===== src/rtl/nand_seq_pkg.sv =====
package nand_seq_pkg;

    typedef enum logic [2:0] {
        S_IDLE,
        S_CMD,
        S_ADDR,
        S_WAIT_LO,
        S_WAIT_HI,
        S_READ,
        S_DONE
    } seq_state_t;

    typedef struct packed {
        logic        irq_en;
        logic [4:0]  mask;
        logic [7:0]  opcode;
        logic [3:0]  flags;
        logic [11:0] count;
    } op_cfg_t;

    localparam logic [2:0] W_CTRL    = 3'd0;
    localparam logic [2:0] W_ADDR_LO = 3'd1;
    localparam logic [2:0] W_ADDR_HI = 3'd2;
    localparam logic [2:0] W_MAIN    = 3'd3;
    localparam logic [2:0] W_SPARE   = 3'd4;

    localparam int WAIT_FLAG_BIT = 3;

endpackage


===== src/rtl/nand_seq_regs.sv =====
module nand_seq_regs
    import nand_seq_pkg::*;
#(
    parameter int AW = 32
) (
    input  logic          clk,
    input  logic          rst_n,
    input  logic          wr_en,
    input  logic [2:0]    wr_addr,
    input  logic [31:0]   wr_data,
    input  logic [2:0]    rd_addr,
    output logic [31:0]   rd_data,
    input  logic          busy,
    input  logic          done,
    output op_cfg_t       cfg,
    output logic [31:0]   addr_lo,
    output logic [31:0]   addr_hi,
    output logic [AW-1:0] main_base,
    output logic [AW-1:0] spare_base,
    output logic          start,
    output logic          irq
);

    logic ctrl_wr;

    assign ctrl_wr = wr_en && (wr_addr == W_CTRL);
    assign start   = ctrl_wr && wr_data[31] && !busy;

    always_ff @(posedge clk) begin
        if (!rst_n) begin
            cfg        <= '0;
            addr_lo    <= '0;
            addr_hi    <= '0;
            main_base  <= '0;
            spare_base <= '0;
        end else if (wr_en) begin
            unique case (wr_addr)
                W_CTRL: begin
                    if (!busy) begin
                        cfg.irq_en <= wr_data[30];
                        cfg.mask   <= wr_data[28:24];
                        cfg.opcode <= wr_data[23:16];
                        cfg.flags  <= wr_data[15:12];
                        cfg.count  <= wr_data[11:0];
                    end
                end
                W_ADDR_LO: addr_lo    <= wr_data;
                W_ADDR_HI: addr_hi    <= wr_data;
                W_MAIN:    main_base  <= wr_data[AW-1:0];
                W_SPARE:   spare_base <= wr_data[AW-1:0];
                default: ;
            endcase
        end
    end

    always_ff @(posedge clk) begin
        if (!rst_n) begin
            irq <= 1'b0;
        end else if (done && cfg.irq_en) begin
            irq <= 1'b1;
        end else if (ctrl_wr) begin
            irq <= 1'b0;
        end
    end

    always_comb begin
        unique case (rd_addr)
            W_CTRL:    rd_data = {busy, cfg.irq_en, 1'b0, cfg.mask, cfg.opcode,
                                  cfg.flags, cfg.count};
            W_ADDR_LO: rd_data = addr_lo;
            W_ADDR_HI: rd_data = addr_hi;
            W_MAIN:    rd_data = 32'(main_base);
            W_SPARE:   rd_data = 32'(spare_base);
            default:   rd_data = '0;
        endcase
    end

    AST_CFG_FROZEN_BUSY: assert property (@(posedge clk) disable iff (!rst_n)
        busy |=> $stable(cfg));
    AST_IRQ_STICKY: assert property (@(posedge clk) disable iff (!rst_n)
        (irq && !ctrl_wr) |=> irq);
    AST_IRQ_NEEDS_EN: assert property (@(posedge clk) disable iff (!rst_n)
        $rose(irq) |-> cfg.irq_en);

endmodule


===== src/rtl/nand_seq_fsm.sv =====
module nand_seq_fsm
    import nand_seq_pkg::*;
#(
    parameter int WE_LOW_CYC  = 2,
    parameter int WE_HIGH_CYC = 1,
    parameter int RE_LOW_CYC  = 2,
    parameter int RE_HIGH_CYC = 1
) (
    input  logic        clk,
    input  logic        rst_n,
    input  logic        start,
    input  op_cfg_t     cfg,
    input  logic [31:0] addr_lo,
    input  logic [31:0] addr_hi,
    input  logic        rb_n,
    input  logic [7:0]  io_in,
    output logic        cle,
    output logic        ale,
    output logic        we_n,
    output logic        re_n,
    output logic [7:0]  io_out,
    output logic        io_oe,
    output logic        busy,
    output logic        done,
    output logic        cap_valid,
    output logic [11:0] cap_idx,
    output logic [7:0]  cap_data
);

    localparam int LATCH_LEN = WE_LOW_CYC + WE_HIGH_CYC;
    localparam int READ_LEN  = RE_LOW_CYC + RE_HIGH_CYC;
    localparam int BEAT_MAX  = (LATCH_LEN > READ_LEN) ? LATCH_LEN : READ_LEN;
    localparam int BEAT_W    = $clog2(BEAT_MAX + 1);

    seq_state_t        state, state_nx, post_addr;
    logic [BEAT_W-1:0] beat;
    logic [4:0]        pend, pend_nx;
    logic [2:0]        cur_bit;
    logic [7:0]        cur_byte;
    logic [11:0]       byte_idx;
    logic [1:0]        rb_sync;
    logic              latch_end, read_cap, read_end, last_byte;

    function automatic logic [2:0] top_bit(input logic [4:0] m);
        logic [2:0] r;
        r = 3'd0;
        for (int i = 0; i < 5; i++) begin
            if (m[i]) r = 3'(i);
        end
        return r;
    endfunction

    always_comb begin
        cur_bit = top_bit(pend);
        pend_nx = pend & ~(5'b00001 << cur_bit);
        unique case (cur_bit)
            3'd4:    cur_byte = addr_lo[15:8];
            3'd3:    cur_byte = addr_lo[7:0];
            3'd2:    cur_byte = addr_hi[23:16];
            3'd1:    cur_byte = addr_hi[15:8];
            default: cur_byte = addr_hi[7:0];
        endcase
    end

    assign latch_end = (beat == BEAT_W'(LATCH_LEN - 1));
    assign read_cap  = (beat == BEAT_W'(RE_LOW_CYC - 1));
    assign read_end  = (beat == BEAT_W'(READ_LEN - 1));
    assign last_byte = (byte_idx == cfg.count - 12'd1);

    always_comb begin
        if (cfg.flags[WAIT_FLAG_BIT])  post_addr = S_WAIT_LO;
        else if (cfg.count != 12'd0)   post_addr = S_READ;
        else                           post_addr = S_DONE;
    end

    // next-state logic
    always_comb begin
        state_nx = state;
        unique case (state)
            S_IDLE:    if (start) state_nx = S_CMD;
            S_CMD:     if (latch_end) state_nx = (cfg.mask != 5'd0) ? S_ADDR : post_addr;
            S_ADDR:    if (latch_end && pend_nx == 5'd0) state_nx = post_addr;
            S_WAIT_LO: if (!rb_sync[1]) state_nx = S_WAIT_HI;
            S_WAIT_HI: if (rb_sync[1]) state_nx = (cfg.count != 12'd0) ? S_READ : S_DONE;
            S_READ:    if (read_end && last_byte) state_nx = S_DONE;
            S_DONE:    state_nx = S_IDLE;
            default:   state_nx = S_IDLE;
        endcase
    end

    // state register and sequencing counters
    always_ff @(posedge clk) begin
        if (!rst_n) begin
            state     <= S_IDLE;
            beat      <= '0;
            pend      <= '0;
            byte_idx  <= '0;
            rb_sync   <= 2'b11;
            cap_valid <= 1'b0;
            cap_idx   <= '0;
            cap_data  <= '0;
        end else begin
            state     <= state_nx;
            rb_sync   <= {rb_sync[0], rb_n};
            cap_valid <= 1'b0;
            if (state_nx != state) begin
                beat <= '0;
            end else if ((state == S_CMD || state == S_ADDR) && !latch_end) begin
                beat <= beat + 1'b1;
            end else if (state == S_READ && !read_end) begin
                beat <= beat + 1'b1;
            end else begin
                beat <= '0;
            end
            if (state == S_CMD && latch_end) begin
                pend <= cfg.mask;
            end else if (state == S_ADDR && latch_end) begin
                pend <= pend_nx;
            end
            if (state != S_READ) begin
                byte_idx <= '0;
            end else begin
                if (read_cap) begin
                    cap_valid <= 1'b1;
                    cap_idx   <= byte_idx;
                    cap_data  <= io_in;
                end
                if (read_end && !last_byte) byte_idx <= byte_idx + 12'd1;
            end
        end
    end

    // pin outputs
    always_comb begin
        cle    = 1'b0;
        ale    = 1'b0;
        we_n   = 1'b1;
        re_n   = 1'b1;
        io_out = 8'h00;
        io_oe  = 1'b0;
        unique case (state)
            S_CMD: begin
                cle    = 1'b1;
                io_oe  = 1'b1;
                io_out = cfg.opcode;
                we_n   = !(beat < BEAT_W'(WE_LOW_CYC));
            end
            S_ADDR: begin
                ale    = 1'b1;
                io_oe  = 1'b1;
                io_out = cur_byte;
                we_n   = !(beat < BEAT_W'(WE_LOW_CYC));
            end
            S_READ: re_n = !(beat < BEAT_W'(RE_LOW_CYC));
            default: ;
        endcase
    end

    assign busy = (state != S_IDLE);
    assign done = (state == S_DONE);

    AST_CLE_ALE_EXCL: assert property (@(posedge clk) disable iff (!rst_n)
        !(cle && ale));
    AST_LATCH_BUS_HELD: assert property (@(posedge clk) disable iff (!rst_n)
        ((cle || ale) && !we_n && $past(!we_n)) |-> $stable(io_out));
    AST_READ_BUS_FREE: assert property (@(posedge clk) disable iff (!rst_n)
        !re_n |-> (!cle && !ale && !io_oe));
    AST_NO_READ_ZERO: assert property (@(posedge clk) disable iff (!rst_n)
        (state == S_READ) |-> (cfg.count != 12'd0));

endmodule


===== src/rtl/nand_seq_router.sv =====
module nand_seq_router #(
    parameter int MAIN_BYTES = 2048,
    parameter int AW         = 32
) (
    input  logic          clk,
    input  logic          rst_n,
    input  logic          cap_valid,
    input  logic [11:0]   cap_idx,
    input  logic [7:0]    cap_data,
    input  logic [AW-1:0] main_base,
    input  logic [AW-1:0] spare_base,
    output logic          main_wr_en,
    output logic [AW-1:0] main_wr_addr,
    output logic [7:0]    main_wr_data,
    output logic          spare_wr_en,
    output logic [AW-1:0] spare_wr_addr,
    output logic [7:0]    spare_wr_data
);

    localparam logic [12:0] SPLIT = 13'(MAIN_BYTES);

    logic        in_main;
    logic [11:0] spare_off;

    assign in_main   = {1'b0, cap_idx} < SPLIT;
    assign spare_off = cap_idx - SPLIT[11:0];

    assign main_wr_en    = cap_valid && in_main;
    assign main_wr_addr  = main_base + AW'(cap_idx);
    assign main_wr_data  = cap_data;
    assign spare_wr_en   = cap_valid && !in_main;
    assign spare_wr_addr = spare_base + AW'(spare_off);
    assign spare_wr_data = cap_data;

    AST_ONE_SINK: assert property (@(posedge clk) disable iff (!rst_n)
        !(main_wr_en && spare_wr_en));

endmodule


===== src/rtl/nand_seq_top.sv =====
module nand_seq_top
    import nand_seq_pkg::*;
#(
    parameter int WE_LOW_CYC  = 2,
    parameter int WE_HIGH_CYC = 1,
    parameter int RE_LOW_CYC  = 2,
    parameter int RE_HIGH_CYC = 1,
    parameter int MAIN_BYTES  = 2048,
    parameter int AW          = 32
) (
    input  logic          clk,
    input  logic          rst_n,
    input  logic          reg_wr_en,
    input  logic [2:0]    reg_wr_addr,
    input  logic [31:0]   reg_wr_data,
    input  logic [2:0]    reg_rd_addr,
    output logic [31:0]   reg_rd_data,
    output logic          irq,
    output logic          nand_cle,
    output logic          nand_ale,
    output logic          nand_we_n,
    output logic          nand_re_n,
    output logic [7:0]    nand_io_out,
    output logic          nand_io_oe,
    input  logic [7:0]    nand_io_in,
    input  logic          nand_rb_n,
    output logic          main_wr_en,
    output logic [AW-1:0] main_wr_addr,
    output logic [7:0]    main_wr_data,
    output logic          spare_wr_en,
    output logic [AW-1:0] spare_wr_addr,
    output logic [7:0]    spare_wr_data
);

    op_cfg_t       cfg;
    logic [31:0]   addr_lo, addr_hi;
    logic [AW-1:0] main_base, spare_base;
    logic          start, busy, done;
    logic          cap_valid;
    logic [11:0]   cap_idx;
    logic [7:0]    cap_data;

    nand_seq_regs #(.AW(AW)) u_regs (
        .clk        (clk),
        .rst_n      (rst_n),
        .wr_en      (reg_wr_en),
        .wr_addr    (reg_wr_addr),
        .wr_data    (reg_wr_data),
        .rd_addr    (reg_rd_addr),
        .rd_data    (reg_rd_data),
        .busy       (busy),
        .done       (done),
        .cfg        (cfg),
        .addr_lo    (addr_lo),
        .addr_hi    (addr_hi),
        .main_base  (main_base),
        .spare_base (spare_base),
        .start      (start),
        .irq        (irq)
    );

    nand_seq_fsm #(
        .WE_LOW_CYC  (WE_LOW_CYC),
        .WE_HIGH_CYC (WE_HIGH_CYC),
        .RE_LOW_CYC  (RE_LOW_CYC),
        .RE_HIGH_CYC (RE_HIGH_CYC)
    ) u_fsm (
        .clk       (clk),
        .rst_n     (rst_n),
        .start     (start),
        .cfg       (cfg),
        .addr_lo   (addr_lo),
        .addr_hi   (addr_hi),
        .rb_n      (nand_rb_n),
        .io_in     (nand_io_in),
        .cle       (nand_cle),
        .ale       (nand_ale),
        .we_n      (nand_we_n),
        .re_n      (nand_re_n),
        .io_out    (nand_io_out),
        .io_oe     (nand_io_oe),
        .busy      (busy),
        .done      (done),
        .cap_valid (cap_valid),
        .cap_idx   (cap_idx),
        .cap_data  (cap_data)
    );

    nand_seq_router #(.MAIN_BYTES(MAIN_BYTES), .AW(AW)) u_router (
        .clk           (clk),
        .rst_n         (rst_n),
        .cap_valid     (cap_valid),
        .cap_idx       (cap_idx),
        .cap_data      (cap_data),
        .main_base     (main_base),
        .spare_base    (spare_base),
        .main_wr_en    (main_wr_en),
        .main_wr_addr  (main_wr_addr),
        .main_wr_data  (main_wr_data),
        .spare_wr_en   (spare_wr_en),
        .spare_wr_addr (spare_wr_addr),
        .spare_wr_data (spare_wr_data)
    );

endmodule


===== config.mk =====
export PLATFORM = sky130hd
export DESIGN_NAME = nand_seq_top
export DESIGN_NICKNAME = d
export VERILOG_FILES = /design/src/rtl/nand_seq_pkg.sv /design/src/rtl/nand_seq_regs.sv /design/src/rtl/nand_seq_fsm.sv /design/src/rtl/nand_seq_router.sv /design/src/rtl/nand_seq_top.sv
export SDC_FILE = /design/constraint.sdc
export NUM_CORES = 1
export LEC_CHECK = 0
export CORE_MARGIN = 4
export CORE_UTILIZATION = 55
export DETAILED_ROUTE_END_ITERATION = 10
export PLACE_DENSITY = 0.81
export SYNTH_ARGS = -nofsm -noshare
export SYNTH_HDL_FRONTEND = slang
export SYNTH_SLANG_ARGS = --single-unit

===== constraint.sdc =====
create_clock -name clk -period 3.8 [get_ports clk]
set_input_delay 0.95 -clock clk [delete_from_list [all_inputs] [get_ports clk]]
set_output_delay 0.95 -clock clk [all_outputs]
set_load 0.1 [all_outputs]

==> flow_metrics.env, run 1 <==
export IMPL_fillers=1196
export IMPL_yosys_top_cells_count="nand2_1, a21oi_1, dfxtp_1, nor2_1, clkbuf_1"
export IMPL_die_w_um=151
export IMPL_reg2regPathDepth=10
export IMPL_die_h_um=151
export IMPL_grt_start_max_net_pins=70
export IMPL_leakagePower_nw=6.35
export IMPL_crit_chain="ha_4 -> inv_2 -> fa_2 -> nor2b_2 -> o31a_1 -> o221a_4 -> o41ai_4 -> o21a_1 -> buf_12 -> buf_8 -> nand2b_4 -> xnor2_4 -> buf_12"
export IMPL_grt_overflow_total=0
export IMPL_worst_setup_path_start_kind="flip-flop"
export IMPL_ys_types=65
export IMPL_critPathSlowestCell="o41ai_4"
export IMPL_numCtsBuffers=22
export IMPL_async_reset_ff_share_pct=0
export IMPL_worst_slack_ps=-367
export IMPL_cp_startpoint="u_fsm.cap_idx[0]"
export IMPL_grt_pass1_vias=12300
export IMPL_slew_headroom_pct=33.1
export IMPL_combPwrFrac_pct=12.8
export IMPL_clkSinkCount=204
export IMPL_synth_top_cell_area_share_pct=36.2
export IMPL_critPathTopFamily="compound AO/OA/AOI/OAI gates"
export IMPL_clkPwrFrac_pct=45.7
export IMPL_min_to="u_fsm.rb_sync[1]"
export IMPL_hold_path_class="reg2reg"
export IMPL_criticalPathCategory="reg2out"
export IMPL_antenna_found_initial=0
export IMPL_grt_pass1_wl_um=67100
export IMPL_via_count=13000
export IMPL_outcome="finished with violations"
export IMPL_avgSynthCellArea_sq_um=7.22
export IMPL_hold_slack_ps=417
export IMPL_vdd_drop_max_uv=403
export IMPL_cap_violations=0
export IMPL_path_max_fanout=6
export IMPL_place_area_sq_mm=0.0150
export IMPL_synth_most_common_cell="nand2_1"
export IMPL_holdBufCountCts=0
export IMPL_tightest_slew_ps=995
export IMPL_dr_pass1_iters=9
export IMPL_p_per_area_mw_per_mm2=319
export IMPL_diodes=0
export IMPL_synth_edff_count=0
export IMPL_cp_arrival_ps=3220
export IMPL_ant_nets=0
export IMPL_area_growth_synth_to_final_pct=49.1
export IMPL_core_sq_mm=0.0202
export IMPL_clkLatencyLatePin_ps=510
export IMPL_setup_worst_path_end_class="output port"
export IMPL_synth_nets=1644
export IMPL_postLayoutCellArea_sq_mm=0.0168
export IMPL_r2r_start="u_regs.cfg[0]"
export IMPL_yosysWarnings=0
export IMPL_routed_wl_um=45900
export IMPL_fin_crit_ps=4170
export IMPL_hpwlAfterDp_um=29500
export IMPL_switchingPower_w=0.00143
export IMPL_hold_viol=0
export IMPL_cts_tree="done"
export IMPL_finalSetupViolations=31
export IMPL_ys_ff_latch=204
export IMPL_fin_cells=2022
export IMPL_timing_critical_path_slowest_cell_delay_ps=370
export IMPL_reg2reg_to="u_fsm.state[0]"
export IMPL_cts_max_level=1
export IMPL_power_w=0.00536
export IMPL_vias_per_cell=6.41
export IMPL_cts_root_buf="clkbuf_16"
export IMPL_port_buffers=177
export IMPL_max_clock_path_buffers=3
export IMPL_critPathMostFrequentCell="buf_12"
export IMPL_drv_slew=0
export IMPL_dp_cells=1946
export IMPL_seq_area_frac_synth_pct=36.2
export IMPL_ios=178
export IMPL_path_clk_slew_ps=60
export IMPL_nNetsFinal=1816
export IMPL_rrSetupSlack_ps=970
export IMPL_ys_flop_type="dfxtp_1"
export IMPL_p_seq_share_pct=41.5
export IMPL_dieArea_sq_mm=0.0229
export IMPL_fin_skew_ps=10.7
export IMPL_p_int_w=0.00393
export IMPL_syn_cell_area_sq_mm=0.0113
export IMPL_drtIter0Drc=1474
export IMPL_cp_required_ps=2850
export IMPL_rsz0062_at_grt="true"
export IMPL_grt_usage_pct=37.4
export IMPL_gp_congestion=0.969
export IMPL_synthCells=1564
export IMPL_hold_path_depth=1
export IMPL_violations="setup timing"
export IMPL_drc_errors=0
export IMPL_routedWlPerCell_um=22.7
export IMPL_final_layout_size_suffix_gt1_share_pct=25.1
export IMPL_synth_area_top_cells="dfxtp_1, nand2_1, a21oi_1, nor2_1, xor2_1"
export IMPL_hold_start="u_fsm.rb_sync[0]"
export IMPL_fmax_mhz=240
export IMPL_yosysTopAreaCell="dfxtp_1"
export IMPL_rows=52
export IMPL_swShare_pct=26.7
export IMPL_finalCritPeriodShare_pct=110
export IMPL_initial_core_util_pct=55.8
export IMPL_final_util_pct=83.2
export IMPL_cp_num_buf_inv=4
## flip-flops by register name, summed over array words and instances (netlist names)
| signal | flops |
|---|---|
| u_fsm.cap_idx | 12 |
| u_fsm.cap_valid | 1 |
| u_regs.irq | 1 |
| u_fsm.pend | 5 |
| u_fsm.state | 3 |
| u_fsm.cap_data | 8 |
| u_regs.main_base | 32 |
| u_fsm.byte_idx | 12 |
| u_fsm.rb_sync | 2 |
| u_regs.spare_base | 32 |
| u_regs.cfg | 30 |
| u_regs.addr_lo | 32 |
| u_regs.addr_hi | 32 |
| u_fsm.beat | 2 |
## worst reg2reg max path, cell delays in order, from the launching register on
cell      delay [ps]
dfxtp_1          530
inv_1             90
ha_1             280
nor3b_2          220
a221o_2          370
a21oi_1          150
o211ai_1         120
nor4b_2          270
buf_4            260
nand2_1          100
a211o_1          310
## worst max path at each step
| stage | end | slack (ps) | cells after the start |
|---|---|---|---|
| 5_1_grt | spare_wr_addr[16] | -420 | 13 |
| 2_1_floorplan | spare_wr_addr[6] | -120 | 9 |
| 4_1_cts | spare_wr_addr[24] | -360 | 12 |
| 3_3_place_gp | spare_wr_addr[28] | 40 | 12 |
| 6_report | spare_wr_addr[28] | -370 | 13 |
| 3_5_place_dp | spare_wr_addr[28] | -7 | 12 |
## kinds of logic after synthesis
family                     Yosys count  synth area share (%)
AOI/OAI and AO/OA                  415                  21.1
xor gates and xnor gates            72                  5.59
adders and majority gates           31                  3.55
buffers and inverters              138                  5.11
DFF                                204                  36.2
muxes                               32                  2.85
and+or+nand+nor                    672                  25.7
## cells in the final DEF, fill, tap and decap left out, types with 15 or more instances in the layout
cell type | netlist | layout
nor2_1 | 112 | 94
a21oi_1 | 246 | 242
nand2_1 | 426 | 426
clkbuf_16 | 0 | 23
mux2i_1 | 31 | 31
ha_1 | 28 | 16
a22oi_1 | 34 | 34
buf_12 | 0 | 99
xor2_4 | 0 | 20
o21ai_0 | 47 | 32
o22ai_2 | 0 | 31
xor2_2 | 0 | 15
dfxtp_1 | 204 | 183
inv_1 | 22 | 20
clkdlybuf4s50_1 | 0 | 62
nand4_1 | 15 | 15
buf_4 | 8 | 93
nand2b_1 | 20 | 17
## cell type report
cell class	count	area, sq um	area share [%]
multi-input cells	1222	8040	47.8
flip-flops and latches	204	4130	24.5
repair buffers	263	3390	20.2
clock buffers	28	634	3.77
well taps	270	338	2.01
clock inverters	12	200	1.19
inverters	23	88.8	0.528
## metal layers
metal  global-route usage [%]  wire (um)  share of wire [%]
met5                        0          0                  0
met4                     21.5       3210                7.0
met3                     7.15       5030                 11
met2                     62.3      21500                 47
met1                     45.0      16100                 35
## power groups by stage
stage          logic [W]  registers, W  clock network (W)
6_report        0.000686       0.00223            0.00245
5_1_grt         0.000710       0.00223            0.00253
4_1_cts         0.000663       0.00222            0.00244
3_5_place_dp    0.000654       0.00227                  0
3_3_place_gp    0.000646       0.00227                  0
2_1_floorplan   0.000400       0.00226                  0
## repair_timing
action,4_1_cts,5_1_grt
endpoints found under the setup margin,40,41
cloned,2,0
gates resized for setup,86,74
pin swaps,28,45
setup buffers,23,14
## through the flow
step | worst slack (ps) | TNS, ps
global placement | 36.9 | 0
finish | -367 | -6040
global route | -424 | -8520
CTS | -364 | -7550
floorplan | -122 | -864
detailed placement | -6.65 | -6.65
(Power assumes the default switching activity.)
==> run 2, diff against run 1 <==
Settings changed: CTS_BUF_LIST set to sky130_fd_sc_hd__clkbuf_16.
==> flow_metrics.env, run 2 (synthesized netlist as in run 1, its figures left out) <==
export IMPL_max_clock_path_buffers=3
export IMPL_place_ws_ps=-6.65
export IMPL_cts_root_buf="clkbuf_16"
export IMPL_gp_congestion=0.969
export IMPL_diodes=0
export IMPL_vias_per_cell=6.43
export IMPL_hold_slack_ps=417
export IMPL_core_sq_mm=0.0202
export IMPL_vdd_drop_max_uv=369
export IMPL_path_max_fanout=6
export IMPL_grt_pass1_vias=12200
export IMPL_fillers=1207
export IMPL_cap_violations=0
export IMPL_dp_cells=1946
export IMPL_fmax_mhz=240
export IMPL_area_growth_synth_to_final_pct=48.3
export IMPL_grt_usage_pct=36.8
export IMPL_numCtsBuffers=22
export IMPL_fin_skew_ps=15.2
export IMPL_layout_common_cells="nand2_1, a21oi_1, dfxtp_1"
export IMPL_outcome="finished with violations"
export IMPL_worst_slack_ps=-364
export IMPL_fin_cells=2017
export IMPL_place_area_sq_mm=0.0150
export IMPL_grt_pass1_wl_um=66100
export IMPL_rows=52
export IMPL_violations="setup timing"
export IMPL_drv_slew=0
export IMPL_clkLatencyLatePin_ps=510
export IMPL_dr_pass1_iters=7
export IMPL_via_count=13000
export IMPL_r2r_start="u_regs.cfg[0]"
export IMPL_initial_core_util_pct=55.8
export IMPL_final_common_cell="nand2_1"
export IMPL_cp_arrival_ps=3210
export IMPL_worst_setup_path_start_kind="flip-flop"
export IMPL_setup_worst_path_end_class="output port"
export IMPL_cp_startpoint="u_fsm.cap_idx[0]"
export IMPL_dieArea_sq_mm=0.0229
export IMPL_die_h_um=151
export IMPL_slew_headroom_pct=30.1
export IMPL_layout_area_seq_sq_mm=0.00413
export IMPL_drc_errors=0
export IMPL_rrSetupSlack_ps=980
export IMPL_finalSetupViolations=32
export IMPL_multi_input_area_sq_mm=0.00804
export IMPL_criticalPathCategory="reg2out"
export IMPL_cp_required_ps=2850
export IMPL_cts_tree="done"
export IMPL_routed_wl_um=45800
export IMPL_reg2reg_to="u_fsm.state[0]"
export IMPL_tightest_slew_ps=1040
export IMPL_clkSinkCount=204
export IMPL_grt_start_max_net_pins=70
export IMPL_holdBufCountCts=0
export IMPL_finalCritPeriodShare_pct=110
export IMPL_final_layout_size_suffix_gt1_share_pct=24.5
export IMPL_reg2regPathDepth=10
export IMPL_drtIter0Drc=1475
export IMPL_die_w_um=151
export IMPL_nNetsFinal=1811
export IMPL_ios=178
export IMPL_worstSetupEndpoint="spare_wr_addr[16]"
export IMPL_postLayoutCellArea_sq_mm=0.0167
export IMPL_fin_crit_ps=4160
export IMPL_hold_viol=0
export IMPL_p_per_area_mw_per_mm2=316
export IMPL_hold_path_class="reg2reg"
export IMPL_hpwlAfterDp_um=29500
export IMPL_antenna_found_initial=0
export IMPL_path_clk_slew_ps=60
export IMPL_routedWlPerCell_um=22.7
export IMPL_rsz0062_at_grt="true"
export IMPL_port_buffers=177
export IMPL_cts_max_level=1
export IMPL_grt_overflow_total=0
export IMPL_ant_nets=0
export IMPL_leakagePower_nw=6.29
[run 2: how the worst min path moves through the flow]
stage	start	to	cells after the start
2_1_floorplan	u_fsm.rb_sync[0]	u_fsm.rb_sync[1]	1
3_3_place_gp	u_fsm.rb_sync[0]	u_fsm.rb_sync[1]	1
3_5_place_dp	u_fsm.rb_sync[0]	u_fsm.rb_sync[1]	1
4_1_cts	u_fsm.rb_sync[0]	u_fsm.rb_sync[1]	1
5_1_grt	u_fsm.rb_sync[0]	u_fsm.rb_sync[1]	1
6_report	u_fsm.rb_sync[0]	u_fsm.rb_sync[1]	1
[run 2: area by class of cell]
type | instances | area share (%)
Clock buffer | 23 | 3.44
Timing Repair Buffer | 258 | 20.0
Clock inverter | 17 | 1.31
Inverter | 23 | 0.531
Multi-Input combinational cell | 1222 | 48.0
Tap cell | 270 | 2.02
Sequential cell | 204 | 24.7
[run 2: power by group]
part           switching [W]  internal [W]  total (W)
Combinational       0.000451      0.000233   0.000684
Sequential         0.0000533       0.00217    0.00223
Clock               0.000929       0.00144    0.00237
Total                0.00143       0.00385    0.00528
[run 2: layer usage]
layer	up-vias	wire length, um	GRT usage (%)
met1	6092	16200	44.6
li1	5658	-	-
met4	0	3200	19.6
met2	970	21400	61.5
met5	-	0	0
met3	249	4980	7.15
[run 2: critical path: stages, from the launching register on]
cell	delay, ps
dfxtp_4	350
ha_4	150
inv_2	50
fa_2	200
nor2b_2	50
o31a_1	290
o221a_4	280
o41ai_4	360
o21a_1	230
buf_12	140
buf_8	140
nand2b_4	160
xnor2_4	130
buf_12	190
[run 2: repair_timing]
action                                  4_1_cts  5_1_grt
endpoints found under the setup margin       40       41
cloned                                        2        0
buffers inserted                             21       11
pin swaps                                    29       42
gates resized for setup                      84       69
[run 2: through the flow]
stage,utilization [%],setup TNS [ps],power (W)
final,82.7,-6160,0.00528
after global routing,82.7,-9060,0.00539
after CTS,80.8,-7730,0.00524
after detailed placement,74.4,-6.65,0.00293
after global placement,74.4,0,0.00292
after floorplan,-,-864,0.00266
